### src/rtl/tkw_pkg.sv
package tkw_pkg;
    localparam int unsigned WORD_W = 16;
    typedef logic [WORD_W-1:0] word_t;

    // operand lanes of the wrapped machine
    typedef enum logic {LANE_X = 1'b0, LANE_Y = 1'b1} lane_e;
    localparam int unsigned NUM_LANES = 2;

    // result function: depends on x, y (presence) and state
    function automatic word_t sum_fn(input word_t x, input word_t acc);
        return x + acc;
    endfunction

    // state update function
    function automatic word_t acc_next_fn(input word_t acc, input word_t y);
        return acc + y;
    endfunction
endpackage

### src/rtl/tkw_fifo.sv
module tkw_fifo #(
    parameter int DEPTH = 2,
    parameter int W     = 16
) (
    input  logic         clk,
    input  logic         rst,
    input  logic         in_valid,
    output logic         in_ready,
    input  logic [W-1:0] in_data,
    output logic         out_valid,
    input  logic         out_ready,
    output logic [W-1:0] out_data
);
    localparam int PW = (DEPTH > 1) ? $clog2(DEPTH) : 1;
    localparam int CW = $clog2(DEPTH + 1);

    logic [W-1:0]  mem [DEPTH];
    logic [PW-1:0] wp, rp;
    logic [CW-1:0] cnt;
    logic          push, pop;

    assign in_ready  = (cnt != CW'(DEPTH));
    assign out_valid = (cnt != '0);
    assign out_data  = mem[rp];
    assign push      = in_valid && in_ready;
    assign pop       = out_valid && out_ready;

    always_ff @(posedge clk) begin
        if (rst) begin
            wp  <= '0;
            rp  <= '0;
            cnt <= '0;
        end else begin
            if (push) begin
                mem[wp] <= in_data;
                wp      <= (wp == PW'(DEPTH - 1)) ? '0 : wp + 1'b1;
            end
            if (pop) begin
                rp <= (rp == PW'(DEPTH - 1)) ? '0 : rp + 1'b1;
            end
            case ({push, pop})
                2'b10:   cnt <= cnt + 1'b1;
                2'b01:   cnt <= cnt - 1'b1;
                default: cnt <= cnt;
            endcase
        end
    end


    head_hold_chk: assert property (@(posedge clk) disable iff (rst)
        (out_valid && !out_ready) |=> (out_valid && $stable(out_data)));
endmodule

### src/rtl/tkw_core.sv
module tkw_core
    import tkw_pkg::*;
(
    input  logic  clk,
    input  logic  rst,
    input  logic  x_avail,
    input  word_t x_head,
    input  logic  y_avail,
    input  word_t y_head,
    input  logic  sum_room,
    input  logic  echo_room,
    output logic  sum_push,
    output word_t sum_val,
    output logic  echo_push,
    output word_t echo_val,
    output logic  retire
);
    word_t acc;
    logic  sum_done, echo_done;

    // each result watches only the operands it depends on
    assign sum_push  = x_avail && y_avail && sum_room && !sum_done;
    assign echo_push = y_avail && echo_room && !echo_done;
    assign sum_val   = sum_fn(x_head, acc);
    assign echo_val  = y_head;
    assign retire    = sum_done && echo_done;

    always_ff @(posedge clk) begin
        if (rst) begin
            acc       <= '0;
            sum_done  <= 1'b0;
            echo_done <= 1'b0;
        end else if (retire) begin
            acc       <= acc_next_fn(acc, y_head);
            sum_done  <= 1'b0;
            echo_done <= 1'b0;
        end else begin
            if (sum_push)  sum_done  <= 1'b1;
            if (echo_push) echo_done <= 1'b1;
        end
    end


    sum_needs_both_chk: assert property (@(posedge clk) disable iff (rst)
        sum_push |-> (x_avail && y_avail));

    echo_needs_y_chk: assert property (@(posedge clk) disable iff (rst)
        echo_push |-> y_avail);

    sum_once_chk: assert property (@(posedge clk) disable iff (rst)
        sum_push |=> !sum_push);

    echo_once_chk: assert property (@(posedge clk) disable iff (rst)
        echo_push |=> !echo_push);

    retire_heads_chk: assert property (@(posedge clk) disable iff (rst)
        retire |-> (x_avail && y_avail && !sum_push && !echo_push));

    retire_clears_chk: assert property (@(posedge clk) disable iff (rst)
        retire |=> !retire);
endmodule

### src/rtl/tkw_wrap.sv
module tkw_wrap
    import tkw_pkg::*;
#(
    parameter int IN_DEPTH  = 2,
    parameter int OUT_DEPTH = 2
) (
    input  logic         clk,
    input  logic         rst,
    input  logic         x_valid,
    output logic         x_ready,
    input  logic [15:0]  x_data,
    input  logic         y_valid,
    output logic         y_ready,
    input  logic [15:0]  y_data,
    output logic         sum_valid,
    input  logic         sum_ready,
    output logic [15:0]  sum_data,
    output logic         echo_valid,
    input  logic         echo_ready,
    output logic [15:0]  echo_data
);
    logic  in_valid [NUM_LANES];
    logic  in_ready [NUM_LANES];
    word_t in_data  [NUM_LANES];
    logic  hd_valid [NUM_LANES];
    word_t hd_data  [NUM_LANES];

    logic  sum_push, echo_push, retire;
    logic  sum_room, echo_room;
    word_t sum_val, echo_val;

    assign in_valid[LANE_X] = x_valid;
    assign in_data[LANE_X]  = x_data;
    assign in_valid[LANE_Y] = y_valid;
    assign in_data[LANE_Y]  = y_data;
    assign x_ready          = in_ready[LANE_X];
    assign y_ready          = in_ready[LANE_Y];

    for (genvar i = 0; i < NUM_LANES; i++) begin : g_in
        tkw_fifo #(.DEPTH(IN_DEPTH), .W(WORD_W)) u_q (
            .clk       (clk),
            .rst       (rst),
            .in_valid  (in_valid[i]),
            .in_ready  (in_ready[i]),
            .in_data   (in_data[i]),
            .out_valid (hd_valid[i]),
            .out_ready (retire),
            .out_data  (hd_data[i])
        );
    end

    tkw_core u_core (
        .clk       (clk),
        .rst       (rst),
        .x_avail   (hd_valid[LANE_X]),
        .x_head    (hd_data[LANE_X]),
        .y_avail   (hd_valid[LANE_Y]),
        .y_head    (hd_data[LANE_Y]),
        .sum_room  (sum_room),
        .echo_room (echo_room),
        .sum_push  (sum_push),
        .sum_val   (sum_val),
        .echo_push (echo_push),
        .echo_val  (echo_val),
        .retire    (retire)
    );

    tkw_fifo #(.DEPTH(OUT_DEPTH), .W(WORD_W)) u_sum_q (
        .clk       (clk),
        .rst       (rst),
        .in_valid  (sum_push),
        .in_ready  (sum_room),
        .in_data   (sum_val),
        .out_valid (sum_valid),
        .out_ready (sum_ready),
        .out_data  (sum_data)
    );

    tkw_fifo #(.DEPTH(OUT_DEPTH), .W(WORD_W)) u_echo_q (
        .clk       (clk),
        .rst       (rst),
        .in_valid  (echo_push),
        .in_ready  (echo_room),
        .in_data   (echo_val),
        .out_valid (echo_valid),
        .out_ready (echo_ready),
        .out_data  (echo_data)
    );
endmodule

### config.mk
export PLATFORM = sky130hd
export DESIGN_NAME = tkw_wrap
export DESIGN_NICKNAME = d
export VERILOG_FILES = /design/src/rtl/tkw_pkg.sv /design/src/rtl/tkw_fifo.sv /design/src/rtl/tkw_core.sv /design/src/rtl/tkw_wrap.sv
export SDC_FILE = /design/constraint.sdc
export NUM_CORES = 1
export LEC_CHECK = 0
export ABC_AREA = 1
export BUFFER_PORTS_ARGS = -buffer_cell sky130_fd_sc_hd__buf_2
export CAP_MARGIN = 20
export CORE_UTILIZATION = 50
export CTS_CLUSTER_DIAMETER = 80
export DETAILED_ROUTE_END_ITERATION = 10
export PLACE_DENSITY_LB_ADDON = 0.05
export SYNTH_ARGS = -nofsm -noshare
export SYNTH_HDL_FRONTEND = slang
export SYNTH_SLANG_ARGS = --single-unit
### constraint.sdc
create_clock -name clk -period 7.7 [get_ports clk]
set_clock_uncertainty 0.15 [all_clocks]
set_input_delay 1.54 -clock clk [delete_from_list [all_inputs] [get_ports clk]]
set_output_delay 1.54 -clock clk [all_outputs]
set_load 0.01 [all_outputs]
==> impl_metrics.ini, run 1 <==
[sta]
rsz0062_at_grt = no
setup_violations = 0
finalSetupTns_ns = 0
finalHoldViolCount = 0
timing.fmax_mhz = 281.3
slew_viol_final = 0
fin_crit_ns = 3.555
fin_crit_sh = 0.4617
slew-limit-headroom = 0.4120
tightest_slew_ns = 0.8808

[clocking]
cts_hold_buf = 0
clk_latency_ns = 0.44
cts.sinks = 166
ctsResizeCount = 0
root_buffer = clkbuf_16
cts-htree-levels = 4
clkSlewWorstSetupHoldPaths_ns = 0.06
cts_max_path_buffers = 2
tritoncts = yes
cts_buffers = 17
cts_setup_buffers = 0

[synth]
synth_cells = 709
synth_commonest_cells = nand2_1 (140), edfxtp_1 (128), inv_1 (72), mux2_2 (60), a21oi_1 (47)
syn_nets = 783
ys_top_cells_by_area = edfxtp_1 (49%), dfxtp_1 (9.7%), mux2_2 (8.6%)
postSynthAreaPerCell_um2 = 11.07
synthFlopType = edfxtp_1
synth_edf_count = 128
synthArstFlopShare = 0
synth_top_area_frac = 0.4899
ys_seq_area_frac = 0.5868
yosysWarningCount = 0
synth_top_cell_by_area = edfxtp_1
synth_most_common_cell = nand2_1
ys_ff_latch = 166
synthesis.area_um2 = 7846
synth_cell_type_count = 43

[drt]
drt_iter0_drc = 256
firstDrtPassIters = 5
wl_per_cell_um = 15.03
routed-via-count = 5153
drc = 0
vias_per_cell = 5.057
drtAntennaViolNets = 0
routed_wl_mm = 15.32

[pwr]
p_leak_nw = 3.814
pwr_density_cell_nw_per_um2 = 239.1
ir_drop_uv = 148.6

[worst_setup_path]
end_kind = output pin
worstSetupStartpointType = register
r2r_cells = 10
r2r-end = u_sum_q.mem[0][14]
critPathKind = reg2out
worstPathArrival_ns = 1.87
rrSetupSlack_ns = 4.75
cp_max_fo = 16
required_ns = 6.01

[run]
cap_viol_max_count = 0

[final_layout]
fin_cells = 1019
final_nets = 869
diodes = 0
syn_to_final_growth_pct = 15.24
drive_gt1_frac = 0.2525

[grt]
grt_overflow = 0
track_usage = 0.2089
antenna_found_initial = 0
grt_pass1_wl_mm = 25.34
grt_pass1_vias = 5175
grt_max_degree = 27

[worst_hold_path]
hold_path.class = reg2reg
min_path_cells = 1
min_from = u_sum_q.rp

[floorplan]
die_area_um2 = 16200
core_um2 = 15260
die_x_um = 127.3
placementRows = 45
initial_core_util = 0.5142
ios = 74
die-height_um = 127.3

[place]
hpwlAfterDp_mm = 11.34
finalWeightedCongestion = 0.8179
io_buffers = 73
dp.cells = 987

[run_status]
status = finished, final reports clean
layout make-up:
type,count,area (µm²)
repair buffers,81,425.4
flip-flops and latches,166,4604
clock buffers,20,436.7
multi-input cells,449,2884
clock inverters,12,127.6
fillers,1268,6216
inverters,80,300.3
well taps,211,264.0
logic make-up (layout without fill, tap and decap cells):
kind of cell               after synthesis  in the layout  synth area share
and+or+nand+nor                        252            252            0.1408
DFF                                    166            166            0.5868
buffers and inverters                   94            193           0.04816
AOI/OAI and AO/OA                       86             86           0.06172
muxes                                   61             61           0.08755
adders and majority gates               36             36           0.05932
xor gates and xnor gates                14             14           0.01563
critical path, cell delays in order, from the launching register on:
cell and delay [ns]:
dfxtp_1 0.85, mux2_2 0.43, buf_2 0.15
how the worst max path moves through the flow:
stage	cells past startpoint	slack [ns]	startpoint	to
floorplan	3	4.07	rst	g_in[0].u_q.mem[1][0]
CTS	2	4.10	register	sum_data[2]
global placement	4	4.47	rst	u_core.acc[1]
finish	2	4.14	register	sum_data[2]
detailed placement	4	4.40	rst	u_core.acc[1]
global route	2	4.05	register	sum_data[2]
stage by stage:
step                      hold slack (ns)  power, mW  utilization  worst slack, ns  area, µm²
after floorplan                    0.2755      1.269            -            4.070       7846
final                              0.3071      2.162       0.5926            4.145       9042
after global placement             0.2880      1.359       0.5556            4.465       8478
after global routing               0.3348      2.255       0.5926            4.051       9042
after detailed placement           0.2926      1.369       0.5556            4.402       8478
after CTS                          0.3043      2.182       0.5926            4.095       9042
flip-flops by register name, summed over array words and instances (netlist names), named ones only:
name	cells
g_in.u_q.mem	64
u_echo_q.mem	32
u_sum_q.mem	32
u_core.acc	16
g_in.u_q.cnt	4
g_in.u_q.rp	2
g_in.u_q.wp	2
u_echo_q.cnt	2
u_sum_q.cnt	2
u_core.echo_done	1
u_core.sum_done	1
u_echo_q.rp	1
u_echo_q.wp	1
u_sum_q.rp	1
u_sum_q.wp	1
where the power goes:
| part | switching (mW) | leakage, nW | internal [mW] |
|---|---|---|---|
| sequential | 0.0365 | 1.48 | 1.02 |
| combinational | 0.167 | 2.07 | 0.124 |
| clock | 0.337 | 0.270 | 0.476 |
| total | 0.540 | 3.81 | 1.62 |
per-layer routing:
metal	up-vias	wire (µm)	global-route usage
met2	87	7468	0.3520
met4	0	308	0.09104
met3	24	411	0.04146
met5	-	0	0
li1	2629	-	-
met1	2413	7127	0.2621
cells in the final DEF (no fill, tap or decap), types with 3 or more instances in the layout:
master / n
a21o_1: 3
a21oi_1: 47
a21oi_2: 3
buf_2: 73
buf_4: 8
clkbuf_1: 3
clkbuf_16: 17
clkinv_1: 4
dfxtp_1: 38
edfxtp_1: 128
ha_1: 34
inv_1: 72
inv_2: 6
mux2_2: 60
nand2_1: 140
nand2_2: 9
nand3_1: 39
nand4_1: 5
nor2_1: 35
nor2_2: 3
nor3_1: 3
nor3_2: 7
o21ai_0: 20
o21bai_1: 3
xnor2_1: 5
xor2_1: 9
Note: power is estimated with default switching activity, not from simulation.
==> inputs of run 2 (changes only) <==
Clock period 7.7 ns to 3.2 ns, I/O delays scaled along.
==> run 2 against run 1 <==
  * Power is 150% higher
  * Final cell count is 0.29% higher
  * Die area stayed put
  * Largest cell class unchanged
  * Highest routed layer unchanged
==> impl_metrics.ini, run 2 (synthesis results as in run 1) <==
[worst_setup_path]
worstPathArrival_ns = 1.86
cp_max_fo = 16
crit_chain = mux2_2 -> buf_2
critPathKind = reg2out
crit_path_top_delay_cell = dfxtp_1
cpPeakStageDelay_ns = 0.85
worstSetupStartpointType = register
end_kind = output pin
required_ns = 2.41

[clocking]
cts_max_path_buffers = 2
cts-htree-levels = 4
cts_hold_buf = 0
clk_latency_ns = 0.43
ctsResizeCount = 0
cts.sinks = 166
root_buffer = clkbuf_16
cts_setup_buffers = 0
cts_buffers = 17
tritoncts = yes
clkSlewWorstSetupHoldPaths_ns = 0.07

[pwr]
combPwrFrac = 0.131
p_int_mw = 4.013
netSwitchingFraction = 0.2524
pwr_density_cell_nw_per_um2 = 587.5
p_switching_mw = 1.355
pwr-share-clk = 0.395
p_leak_nw = 3.870
seq_power_share = 0.473
ir_drop_uv = 477.4

[grt]
grtUsageMet3 = 0.04188
met2_usage = 0.3706
grtUsageMet1 = 0.2625
grt_overflow = 0
grt_pass1_vias = 5166
antenna_found_initial = 0
track_usage = 0.2112
grt.busiest_layer = met2
grt_pass1_wl_mm = 25.62
grt_max_degree = 22

[sta]
slew-limit-headroom = 0.4500
rsz0062_at_grt = no
fin_crit_ns = 2.650
timing.fmax_mhz = 377.4
setup_slack_ns = 0.5500
setup_violations = 0
finalSetupTns_ns = 0
finalHoldViolCount = 0
tightest_slew_ns = 0.8238
fin_crit_sh = 0.8281
slew_viol_final = 0

[run_status]
status = finished, final reports clean

[final_layout]
top_register = g_in.u_q.mem
layout_common_cells = nand2_1 (140), edfxtp_1 (128), buf_2 (73)
drive_gt1_frac = 0.2614
largestRegisters = g_in.u_q.mem x64, u_echo_q.mem x32, u_sum_q.mem x32
final_nets = 872
final_common_cell = nand2_1
syn_to_final_growth_pct = 16.44
diodes = 0
largest_reg_flops = 64

[drt]
drt_iter0_drc = 286
drtAntennaViolNets = 0
routed_wl_mm = 15.79
drc = 0
vias_per_cell = 5.025
wl_per_cell_um = 15.45
firstDrtPassIters = 5
routed-via-count = 5136

[place]
pre_cts_slack_ns = 0.6321
hpwlAfterDp_mm = 11.94
io_buffers = 73
finalWeightedCongestion = 0.8130

[floorplan]
placementRows = 45
core_um2 = 15260
initial_core_util = 0.5142
ios = 74
die-height_um = 127.3
die_area_um2 = 16200
die_x_um = 127.3

[worst_hold_path]
hold_path.class = in2reg

[run]
cap_viol_max_count = 0
[run 2: layer usage]
metal	share of wire	routed length, µm	vias up
met5	0	0	-
met4	0.0097	153	0
met3	0.033	527	13
met2	0.50	7905	88
met1	0.46	7200	2397
li1	-	-	2638
[run 2: final timing paths]
kind / start / cells after the start / slack [ns] / end
max: register / 2 / 0.55 / sum_data[12]
min: y_data[12] / 1 / 0.25 / g_in[1].u_q.mem[0][12]
max reg2reg: register / 10 / 0.62 / u_sum_q.mem[1][15]
min reg2reg: u_echo_q.rp / 1 / 0.31 / u_echo_q.rp
[run 2: worst max-delay path, delay by kind of cell (launching register included)]
| family | cells | cell delay (ns) |
|---|---|---|
| buf+inv | 1 | 0.14 |
| mux | 1 | 0.43 |
| flops | 1 | 0.85 |
[run 2: power groups by stage]
stage	Sequential [mW]	Combinational (mW)	Clock, mW
2_1_floorplan	2.54	0.516	0
3_3_place_gp	2.58	0.693	0
3_5_place_dp	2.59	0.712	0
4_1_cts	2.54	0.716	2.17
5_1_grt	2.55	0.792	2.26
6_report	2.54	0.705	2.12
[run 2: stage by stage]
| stage | total power [mW] | std cells | cell area (µm²) | util | hold slack [ns] |
|---|---|---|---|---|---|
| floorplan | 3.054 | 709 | 7846 | - | 0.2755 |
| global placement | 3.276 | 990 | 8501 | 0.5571 | 0.2853 |
| detailed placement | 3.303 | 990 | 8501 | 0.5571 | 0.2930 |
| CTS | 5.426 | 1022 | 9136 | 0.5988 | 0.2328 |
| global route | 5.603 | 1022 | 9136 | 0.5988 | 0.2337 |
| finish | 5.368 | 1022 | 9136 | 0.5988 | 0.2479 |
[run 2: cell type report]
cell class | instances | area [µm²]
Timing Repair Buffer | 84 | 447.9
Multi-Input combinational cell | 449 | 2884
Inverter | 80 | 300.3
Tap cell | 211 | 264.0
Sequential cell | 166 | 4604
Fill cell | 1273 | 6122
Clock inverter | 11 | 121.4
Clock buffer | 21 | 514.2
